$ cat src/rtl/malfPulse_pkg.sv
package malfPulse_pkg;
  typedef struct packed {
    logic cntRestart;  // ready high: window restarts
    logic cntAdvance;  // ready low: window runs down
  } delayStrobe_t;
endpackage

$ cat src/rtl/malfPulseCtrl.sv
module malfPulseCtrl
  import malfPulse_pkg::*;
(
  input  logic         clk,
  input  logic         rstN,
  input  logic         driveReady,
  input  logic         emergReq,
  input  logic         clearReq,
  input  logic         inWindow,
  output delayStrobe_t strobes,
  output logic         readyNow,
  output logic         malfunction
);
  logic unloadLatch;

  always_ff @(posedge clk) begin
    if (!rstN)         unloadLatch <= 1'b0;
    else if (clearReq) unloadLatch <= 1'b0;
    else if (emergReq) unloadLatch <= 1'b1;
  end

  always_comb begin
    readyNow           = driveReady & ~unloadLatch;
    strobes.cntRestart = readyNow;
    strobes.cntAdvance = ~readyNow;
    malfunction        = unloadLatch & inWindow;
  end
endmodule

$ cat src/rtl/malfPulseDelay.sv
module malfPulseDelay
  import malfPulse_pkg::*;
#(
  parameter int DELAY_CYCLES = 8
) (
  input  logic         clk,
  input  logic         rstN,
  input  delayStrobe_t strobes,
  output logic         inWindow
);
  localparam int CNT_W = $clog2(DELAY_CYCLES + 1);
  localparam logic [CNT_W-1:0] LIMIT = CNT_W'(DELAY_CYCLES);

  logic [CNT_W-1:0] lowCount;

  // Resets saturated so a not-ready drive shows no stale window.
  always_ff @(posedge clk) begin
    if (!rstN)                                    lowCount <= LIMIT;
    else if (strobes.cntRestart)                  lowCount <= '0;
    else if (strobes.cntAdvance && lowCount != LIMIT) lowCount <= lowCount + 1'b1;
  end

  assign inWindow = (lowCount != LIMIT);
endmodule

$ cat src/rtl/malfPulseGen.sv
module malfPulseGen
  import malfPulse_pkg::*;
#(
  parameter int DELAY_CYCLES = 8
) (
  input  logic clk,
  input  logic rstN,
  input  logic driveReady,
  input  logic emergReq,
  input  logic clearReq,
  output logic readyOut,
  output logic dlyReadyOut,
  output logic malfunction
);
  delayStrobe_t strobes;
  logic inWindow;
  logic readyNow;

  malfPulseCtrl ctrl_i (
    .clk(clk), .rstN(rstN), .driveReady(driveReady), .emergReq(emergReq),
    .clearReq(clearReq), .inWindow(inWindow), .strobes(strobes),
    .readyNow(readyNow), .malfunction(malfunction)
  );

  malfPulseDelay #(.DELAY_CYCLES(DELAY_CYCLES)) delay_i (
    .clk(clk), .rstN(rstN), .strobes(strobes), .inWindow(inWindow)
  );

  assign readyOut    = readyNow;
  assign dlyReadyOut = readyNow | inWindow;  // rise is immediate
endmodule

$ cat config.mk
export PLATFORM = sky130hd
export DESIGN_NAME = malfPulseGen
export DESIGN_NICKNAME = d
export VERILOG_FILES = /design/src/rtl/malfPulse_pkg.sv /design/src/rtl/malfPulseCtrl.sv /design/src/rtl/malfPulseDelay.sv /design/src/rtl/malfPulseGen.sv
export SDC_FILE = /design/constraint.sdc
export NUM_CORES = 1
export LEC_CHECK = 0
export ABC_CLOCK_PERIOD_IN_PS = 1000
export BUFFER_PORTS_ARGS = -buffer_cell sky130_fd_sc_hd__clkbuf_2
export CAP_MARGIN = 20
export CORE_AREA = 2 2 39 41
export DETAILED_ROUTE_END_ITERATION = 16
export DIE_AREA = 0 0 41 43
export GPL_TIMING_DRIVEN = 1
export REMOVE_ABC_BUFFERS = 1
export SLEW_MARGIN = 20
export SYNTH_ARGS = -nofsm -noshare
export SYNTH_HDL_FRONTEND = slang
export SYNTH_SLANG_ARGS = --single-unit
$ cat constraint.sdc
create_clock -name clk -period 1 [get_ports clk]
set_input_delay 0.1 -clock clk [delete_from_list [all_inputs] [get_ports clk]]
set_output_delay 0.1 -clock clk [all_outputs]
set_load 0.01 [all_outputs]
==> results.ini, run 1 <==
[status]
outcome = finished with violations
violations = negative setup slack

[logic_synthesis]
ys.warnings.count = 0
ys_ff_latch = 5
ys_seq_area_share_pct = 41.2
syn_area_um2 = 243
netlist_instances = 28
syn_avg_cell_area_um2 = 8.67
synth_cell_type_count = 16

[sta]
fmax_ghz = 0.807
holdWs_ns = 0.0196
rsz0062_at_grt = true
hold_viol = 0
period_share_pct = 124
layout_setup_ws_ns = -0.240
fin_skew_ns = 0.000242
totalNegativeSetupSlack_ns = -0.758
min_period_ns = 1.24
slew_viol_final = 0
tightest_slew_ns = 0.165
setup_viol = 5
max-slew-margin-rel_pct = 88.9

[worst_setup_path]
cpPeakStageDelay_ns = 0.33
crit_start = delay_i.lowCount[0]
r2r_slack_ns = -0.15
cp-endpoint = dlyReadyOut
endpoint_kind = primary output
crit_buf_inv = 2
crit_fanout = 2
crit_chain = inv_2 -> ha_4 -> and3b_2 -> nand2_1 -> buf_2
critPathTopFamily = flip-flops
start_kind = register
cp_slowest_cell = dfxtp_2
worst_r2r_path_depth = 6
worst-setup-path-type = reg -> out
cp.arrival_ns = 1.14
required_ns = 0.90
r2r-start = delay_i.lowCount[0]
cp_num_cells = 5
rr_endpoint = delay_i.lowCount[0]

[grt]
grt_max_degree = 5
grt_pass1_vias = 219
antenna_found_initial = 0
grt-ovfl-total = 0
grt_pass1_wl_um = 848
gr-usage-all-layers_pct = 7.33

[floorplan]
core_um2 = 1380
die_y_um = 43
dieArea_um2 = 1760
die_w_um = 41
start_util_pct = 17.5
io_pins = 8
rows = 14

[finish]
drive_gt1_share_pct = 60.9
antennaDiodeCount = 0
nNetsFinal = 54
mostFrequentLayoutCells = buf_4, nand2_1, clkbuf_2
multi_input_area_um2 = 164
final_common_cell = buf_4
area_growth_pct = 72.7
seqCellArea_um2 = 104
n_fill_cell = 148

[power]
power.leakage_uw = 0.000190
cellPowerDensity_nw_per_um2 = 1430
power.total_uw = 601
irDropWorstVdd_v = 0.000703

[drt]
routed_wl_um = 506
vias = 229
viasPerCell = 3.69
drt_first_pass_iters = 1
dr.first_iter.drc_count = 0
wl_per_cell_um = 8.16
drc = 0
drtAntennaViolNets = 0

[job]
cap_violations = 0

[placed_design]
gp_congestion = 0.645
dp_hpwl_um = 366
portBuffers = 7

[clock_tree]
clock_path_buffers = 2
cts_tree = yes
hold_buffers = 0
clkTransAtPathRegs_ns = 0.04
h-tree-depth = 1
cts.sinks = 5
clock-root-buffer = clkbuf_4
clock_latency_ns = 0.24
numCtsBuffers = 3

[min_path]
hold_class = in -> reg

-- registers in the layout (all words and copies together) (netlist names) --
register,flops
ctrl_i.unloadLatch,1
delay_i.lowCount,4
-- repair_timing --
action	CTS	global route
resized for setup	9	6
endpoints found under the setup margin	6	6
buffers inserted	3	1
pin swaps	4	1
-- power by group --
| group | switching, µW | internal, µW |
|---|---|---|
| sequential | 7.56 | 212 |
| combinational | 62.2 | 89.3 |
| clock | 78.7 | 151 |
| total | 148 | 452 |
-- metrics by stage --
stage	cell area, µm²	cells	worst slack [ns]	util (%)
2_1_floorplan	243	28	-0.0810	-
3_3_place_gp	320	54	-0.0961	23.1
3_5_place_dp	320	54	-0.107	23.1
4_1_cts	404	61	-0.241	29.2
5_1_grt	419	62	-0.295	30.3
6_report	419	62	-0.240	30.3
-- worst min path at each step --
| stage | depth (start not counted) | start | slack (ns) | endpoint |
|---|---|---|---|---|
| 6_report | 2 | clearReq | 0.02 | ctrl_i.unloadLatch |
| 5_1_grt | 2 | clearReq | 0.003 | ctrl_i.unloadLatch |
| 4_1_cts | 2 | clearReq | 0.02 | ctrl_i.unloadLatch |
| 3_5_place_dp | 2 | clearReq | 0.28 | ctrl_i.unloadLatch |
| 3_3_place_gp | 2 | clearReq | 0.26 | ctrl_i.unloadLatch |
| 2_1_floorplan | 1 | clearReq | 0.18 | ctrl_i.unloadLatch |
-- kinds of logic (layout without fill, tap and decap cells) --
| family | after synthesis | count (layout) | synth area share, % |
|---|---|---|---|
| buffers and inverters | 3 | 21 | 4.64 |
| adder cells (fa/ha/maj) | 2 | 2 | 10.3 |
| flip-flops | 5 | 5 | 41.2 |
| AND/OR/NAND/NOR | 13 | 13 | 28.9 |
| AO/OA/AOI/OAI | 2 | 2 | 4.12 |
| XOR/XNOR | 3 | 3 | 10.8 |
-- final cells by class --
type | count | share of cell area, %
tap | 16 | 4.78
clock buffer | 4 | 6.27
timing repair buffer | 14 | 22.4
inverter | 3 | 2.69
sequential | 5 | 24.8
multi-input combinational | 20 | 39.1
-- routing by layer --
metal  GRT usage (%)  vias up  wire, µm
li1                -      125         -
met3            3.14        0        16
met4            4.00        0         0
met2            10.3        3       275
met5               0        -         0
met1            9.00      101       214
-- synth_stat cells --
master	number	share of area, %
xnor2_1	2	7.2
o21ai_0	1	2.1
and2_1	1	2.6
nand3b_1	1	3.1
nor3b_1	1	3.1
xor2_1	1	3.6
nand2_1	4	6.2
nand3_1	1	2.1
inv_1	3	4.6
ha_1	2	10
dfxtp_1	5	41
nand2b_1	1	2.6
nor2_1	2	3.1
nor3_1	1	2.1
and3b_2	1	4.1
a21oi_1	1	2.1
-- worst reg2reg max path, cell delays in order, from the launching register on --
cell,delay [ns]
dfxtp_2,0.33
inv_2,0.05
ha_4,0.15
and3b_2,0.20
buf_4,0.15
xnor2_2,0.11
nor2_1,0.05
Note: power is estimated with default switching activity, not from simulation.
==> inputs of run 2 (changes only) <==
--- a/config.mk
+++ b/config.mk
@@ -13,6 +13,7 @@
 export DIE_AREA = 0 0 41 43
 export GPL_TIMING_DRIVEN = 1
 export REMOVE_ABC_BUFFERS = 1
+export SETUP_SLACK_MARGIN = 0.3
 export SLEW_MARGIN = 20
 export SYNTH_ARGS = -nofsm -noshare
 export SYNTH_HDL_FRONTEND = slang
==> run 2 against run 1 <==
Net effect:
- the flow still finishes with violations (negative setup slack)
- routed wire length up 6.5%
- clock-buffer cell count unchanged
- critical path depth unchanged
- final cell count up 1.6%
- die area unchanged
==> results.ini, run 2 (synthesized netlist as in run 1, its figures left out) <==
[status]
outcome = finished with violations
violations = negative setup slack

[finish]
final_common_cell = buf_4
nNetsFinal = 55  ; +1.9%
seqCellArea_um2 = 104  ; unchanged
reg_top3 = delay_i.lowCount (4), ctrl_i.unloadLatch (1)
area_growth_pct = 80.4
mostFrequentLayoutCells = buf_4, nand2_1, clkbuf_2
finalNonFillerCells = 63  ; +1.6%
antennaDiodeCount = 0  ; unchanged
final_area_um2 = 438  ; +4.5%
largest_register_ffs = 4  ; unchanged
drive_gt1_share_pct = 66.0  ; +5.1 points
multi_input_area_um2 = 171  ; +4.6%
top_register = delay_i.lowCount
n_fill_cell = 144  ; -2.7%

[grt]
grt_pass1_vias = 219  ; unchanged
met2_usage_pct = 10.6  ; +0.31 points
grt_pass1_wl_um = 862  ; +1.7%
grt-ovfl-total = 0  ; unchanged
top_usage_layer = met2
grt_max_degree = 5  ; unchanged
use_met1_pct = 9.32  ; +0.32 points
gr-usage-all-layers_pct = 7.53  ; +0.20 points
antenna_found_initial = 0  ; unchanged
met3_usage_pct = 3.14  ; unchanged

[drt]
wl_per_cell_um = 8.56  ; +4.8%
drtAntennaViolNets = 0  ; unchanged
vias = 234  ; +2.2%
drt_first_pass_iters = 2  ; +1
dr.first_iter.drc_count = 1  ; +1
routed_wl_um = 539  ; +6.5%
viasPerCell = 3.71  ; +0.56%
drc = 0  ; unchanged

[clock_tree]
clock_path_buffers = 2  ; unchanged
cts_tree = yes
cts.sinks = 5  ; unchanged
clock-root-buffer = clkbuf_4
clock_latency_ns = 0.24  ; about the same
hold_buffers = 0  ; unchanged
numCtsBuffers = 3  ; unchanged
clkTransAtPathRegs_ns = 0.04  ; about the same
h-tree-depth = 1  ; unchanged

[job]
cap_violations = 0  ; unchanged

[sta]
setup_viol = 5  ; unchanged
fmax_ghz = 0.812  ; +0.66%
min_period_ns = 1.23  ; -0.00817 ns
layout_setup_ws_ns = -0.232  ; +0.00817 ns
slew_viol_final = 0  ; unchanged
tightest_slew_ns = 0.164  ; -0.000712 ns
max-slew-margin-rel_pct = 89.0  ; about the same
period_share_pct = 123  ; -0.82 points
hold_viol = 0  ; unchanged
fin_skew_ns = 0.000479  ; +0.000237 ns
totalNegativeSetupSlack_ns = -0.756  ; +0.00131 ns
rsz0062_at_grt = true

[placed_design]
placed_area_um2 = 320  ; unchanged
dpl.cell_count = 54  ; unchanged
pre_cts_ws_ns = -0.107  ; unchanged
portBuffers = 7  ; unchanged
gp_congestion = 0.645  ; unchanged
dp_hpwl_um = 366  ; unchanged

[power]
irDropWorstVdd_v = 0.000647  ; -7.9%
power.total_uw = 607  ; +0.98%
cellPowerDensity_nw_per_um2 = 1390  ; -3.3%
power.leakage_uw = 0.000192  ; +1.5%

[worst_setup_path]
r2r_slack_ns = -0.15  ; about the same
worst_r2r_path_depth = 6  ; unchanged
required_ns = 0.90  ; about the same
crit_fanout = 2  ; unchanged
cp_slowest_cell = dfxtp_2
start_kind = register
cpPeakStageDelay_ns = 0.33  ; about the same
crit_chain = inv_2 -> ha_4 -> and3b_2 -> nand2_1 -> buf_2
r2r-start = delay_i.lowCount[0]
endpoint_kind = primary output
worst-setup-path-type = reg -> out
crit_start = delay_i.lowCount[0]
cp-endpoint = dlyReadyOut
rr_endpoint = delay_i.lowCount[0]
cp.arrival_ns = 1.13  ; about the same

[floorplan]
rows = 14  ; unchanged
die_w_um = 41  ; unchanged
die_y_um = 43  ; unchanged
start_util_pct = 17.5  ; unchanged
dieArea_um2 = 1760  ; unchanged
core_um2 = 1380  ; unchanged
io_pins = 8  ; unchanged

[min_path]
hold_class = in -> reg
holdPathStages = 2  ; unchanged

-- run 2: how the worst min path moves through the flow --
stage,startpoint,endpoint,slack (ns)
detailed placement,clearReq,ctrl_i.unloadLatch,0.28
finish,clearReq,ctrl_i.unloadLatch,0.02
CTS,clearReq,ctrl_i.unloadLatch,0.01
global placement,clearReq,ctrl_i.unloadLatch,0.26
global route,clearReq,ctrl_i.unloadLatch,0.003
floorplan,clearReq,ctrl_i.unloadLatch,0.18
-- run 2: timing repair --
action	CTS	global route
setup endpoints to repair	7	7
setup buffers	4	1
pin swaps	7	1
resized for setup	14	5
-- run 2: cell type report --
cell class / instances / share of cell area [%]
repair buffers: 15 / 24.0
clock buffers: 4 / 6.00
well taps: 16 / 4.57
inverters: 3 / 2.57
multi-input cells: 20 / 39.1
flip-flops and latches: 5 / 23.7
-- run 2: stage by stage --
stage / utilization [%] / hold WS (ns)
after global routing: 31.6 / 0.00278
final: 31.6 / 0.0190
after global placement: 23.1 / 0.265
after CTS: 30.7 / 0.0132
after floorplan: - / 0.176
after detailed placement: 23.1 / 0.276
-- run 2: power breakdown --
| group | switching (µW) | internal (µW) | total [µW] |
|---|---|---|---|
| logic | 64.4 | 92.0 | 156 |
| registers | 7.88 | 212 | 220 |
| clock network | 79.4 | 151 | 230 |
-- run 2: worst max-delay path: cells and delay by family (launching register included) --
family,cells,cell delay [ns]
adders and majority gates,1,0.15
buffers and inverters,2,0.17
DFF,1,0.33
and+or+nand+nor,2,0.25
-- run 2: metal layers --
metal	share of wire [%]	wire, µm
met1	43	230
met2	54	291
met3	3.0	16
met4	0	0
met5	0	0
==> inputs of run 3 (changes only) <==
--- a/config.mk
+++ b/config.mk
@@ -6,11 +6,11 @@
 export NUM_CORES = 1
 export LEC_CHECK = 0
 export ABC_CLOCK_PERIOD_IN_PS = 1000
-export BUFFER_PORTS_ARGS = -buffer_cell sky130_fd_sc_hd__clkbuf_2
 export CAP_MARGIN = 20
 export CORE_AREA = 2 2 39 41
 export DETAILED_ROUTE_END_ITERATION = 16
 export DIE_AREA = 0 0 41 43
+export DONT_BUFFER_PORTS = 1
 export GPL_TIMING_DRIVEN = 1
 export REMOVE_ABC_BUFFERS = 1
 export SETUP_SLACK_MARGIN = 0.3
==> run 3 against run 2 <==
Net effect:
- the flow still finishes with violations (negative setup slack)
- die area did not move
- register-to-register slack barely moved
- final cell count fell by 9.5%
- clock power shrank 5%
- sequential cell count did not move
- first-iteration DRC count decreased by 100%
- critical path depth rose by 1
- setup slack improved by 0.077 ns
- non-clock buffer count fell by 6
- critical path type is now reg -> reg
- highest routed layer is now met4
==> results.ini, run 3 (synthesized netlist as in run 1, its figures left out) <==
[power]
pwr-share-clk_pct = 36.7  ; -1.2 points
cellPowerDensity_nw_per_um2 = 1360  ; -1.5%
irDropWorstVdd_v = 0.000627  ; -3.1%
power_frac_comb_pct = 26.4  ; +0.6 points
p_sw_share_pct = 24.9  ; -0.13 points
p_seq_share_pct = 36.9  ; +0.6 points
power_switching_uw = 149  ; -2.0%
power.leakage_uw = 0.000179  ; -6.9%
power.total_uw = 598  ; -1.5%
intPower_uw = 449  ; -1.3%

[drt]
dr.first_iter.drc_count = 0  ; -1
viasPerCell = 3.95  ; +6.3%
drt_first_pass_iters = 1  ; -1
vias = 225  ; -3.8%
drc = 0  ; unchanged
wl_per_cell_um = 11.2  ; +31%
drtAntennaViolNets = 0  ; unchanged
routed_wl_um = 637  ; +18%

[worst_setup_path]
required_ns = 1.12  ; +0.22 ns
cp.arrival_ns = 1.27  ; +0.14 ns
crit_start = delay_i.lowCount[0]
cp_slowest_cell = dfxtp_2
cp-endpoint = delay_i.lowCount[0]
crit_chain = inv_2 -> ha_4 -> and3b_2 -> buf_4 -> xnor2_2 -> nor2_1
r2r_slack_ns = -0.15  ; about the same
endpoint_kind = register
worst_r2r_path_depth = 6  ; unchanged
start_kind = register
rr_endpoint = delay_i.lowCount[0]
cpPeakStageDelay_ns = 0.32  ; about the same
r2r-start = delay_i.lowCount[0]
crit_fanout = 3  ; +1
worst-setup-path-type = reg -> reg

[floorplan]
die_y_um = 43  ; unchanged
rows = 14  ; unchanged
die_w_um = 41  ; unchanged
io_pins = 8  ; unchanged
start_util_pct = 17.5  ; unchanged
dieArea_um2 = 1760  ; unchanged
core_um2 = 1380  ; unchanged

[sta]
hold_viol = 0  ; unchanged
slew_viol_final = 0  ; unchanged
fin_skew_ns = 0.00129  ; +0.000807 ns
holdWs_ns = 0.0246  ; +0.00559 ns
tightest_slew_ns = 0.255  ; +0.0910 ns
fmax_ghz = 0.866  ; +6.7%
totalNegativeSetupSlack_ns = -0.661  ; +0.0955 ns
min_period_ns = 1.15  ; -0.0774 ns
rsz0062_at_grt = true
period_share_pct = 115  ; -7.7 points
layout_setup_ws_ns = -0.154  ; +0.0774 ns
max-slew-margin-rel_pct = 83.0  ; -6.0 points
setup_viol = 5  ; unchanged

[job]
cap_violations = 0  ; unchanged

[finish]
drive_gt1_share_pct = 63.4  ; -2.5 points
seqCellArea_um2 = 104  ; unchanged
nNetsFinal = 49  ; -11%
largest_register_ffs = 4  ; unchanged
reg_top3 = delay_i.lowCount (4), ctrl_i.unloadLatch (1)
n_fill_cell = 146  ; +1.4%
antennaDiodeCount = 0  ; unchanged
final_common_cell = buf_4
mostFrequentLayoutCells = buf_4, clkbuf_4, dfxtp_2
top_register = delay_i.lowCount
final_area_um2 = 438  ; unchanged
area_growth_pct = 80.4  ; unchanged
multi_input_area_um2 = 198  ; +15%

[placed_design]
gp_congestion = 0.646  ; +0.20%
pre_cts_ws_ns = -0.130  ; -0.0228 ns
portBuffers = 0  ; -7
placed_area_um2 = 285  ; -11%
dp_hpwl_um = 375  ; +2.4%

[grt]
antenna_found_initial = 0  ; unchanged
grt-ovfl-total = 0  ; unchanged
grt_pass1_wl_um = 1060  ; +23%
grt_pass1_vias = 266  ; +21%
grt_max_degree = 5  ; unchanged
gr-usage-all-layers_pct = 9.78  ; +2.2 points

[clock_tree]
h-tree-depth = 1  ; unchanged
cts.sinks = 5  ; unchanged
clock_latency_ns = 0.23  ; about the same
clock_path_buffers = 2  ; unchanged
cts_tree = yes
numCtsBuffers = 3  ; unchanged
clock-root-buffer = clkbuf_4
clkTransAtPathRegs_ns = 0.04  ; about the same

[status]
violations = negative setup slack
outcome = finished with violations

[min_path]
hold_class = in -> reg

## run 3: changes by cell type in the layout (fill, tap and decap cells not counted), sizes merged
cell	before	now
buf	11	7
clkbuf	8	4
dlygate4sd3	0	2
## run 3: critical path, delay by kind of cell (launching register included)
kind	cells	cell delay (ns)
adders and majority gates	1	0.15
DFF	1	0.32
buffers and inverters	2	0.19
xor gates and xnor gates	1	0.11
and+or+nand+nor	2	0.26
## run 3: power groups by stage
stage	Clock [µW]	Sequential, µW	Combinational, µW
3_3_place_gp	0	221	79.5
3_5_place_dp	0	220	82.2
4_1_cts	231	220	148
6_report	219	220	158
5_1_grt	256	222	170
2_1_floorplan	0	221	55.3
## run 3: final cells by class
cell class | count | share of cell area, %
Multi-Input combinational cell | 20 | 45.1
Clock buffer | 4 | 6.00
Timing Repair Buffer | 9 | 17.4
Tap cell | 16 | 4.57
Inverter | 3 | 3.14
Sequential cell | 5 | 23.7
## run 3: how the worst min path moves through the flow
stage              from            endpoint  depth (start not counted)
5_1_grt            rstN  ctrl_i.unloadLatch                          1
3_3_place_gp   clearReq  ctrl_i.unloadLatch                          1
6_report           rstN  ctrl_i.unloadLatch                          1
3_5_place_dp   clearReq  ctrl_i.unloadLatch                          1
4_1_cts            rstN  ctrl_i.unloadLatch                          1
2_1_floorplan  clearReq  ctrl_i.unloadLatch                          1
## run 3: per-layer routing
| layer | wire [µm] | GRT usage [%] | vias up | share of wire (%) |
|---|---|---|---|---|
| met4 | 32 | 14.0 | 0 | 5.0 |
| met3 | 13 | 2.62 | 4 | 2.0 |
| li1 | - | - | 118 | - |
| met5 | 0 | 0 | - | 0 |
| met2 | 367 | 13.4 | 5 | 58 |
| met1 | 224 | 9.12 | 98 | 35 |
## run 3: stage by stage
step / util, % / instances
2_1_floorplan: - / 28
3_3_place_gp: 20.6 / 47
3_5_place_dp: 20.6 / 47
4_1_cts: 30.1 / 57
5_1_grt: 31.6 / 57
6_report: 31.6 / 57
## run 3: repair_timing
item,in CTS,in global routing
buffers inserted,4,0
pin swaps,7,4
hold buffers,2,0
endpoints found under the hold margin,2,0
gates cloned,0,0
setup endpoints to repair,7,7
resized for setup,18,3
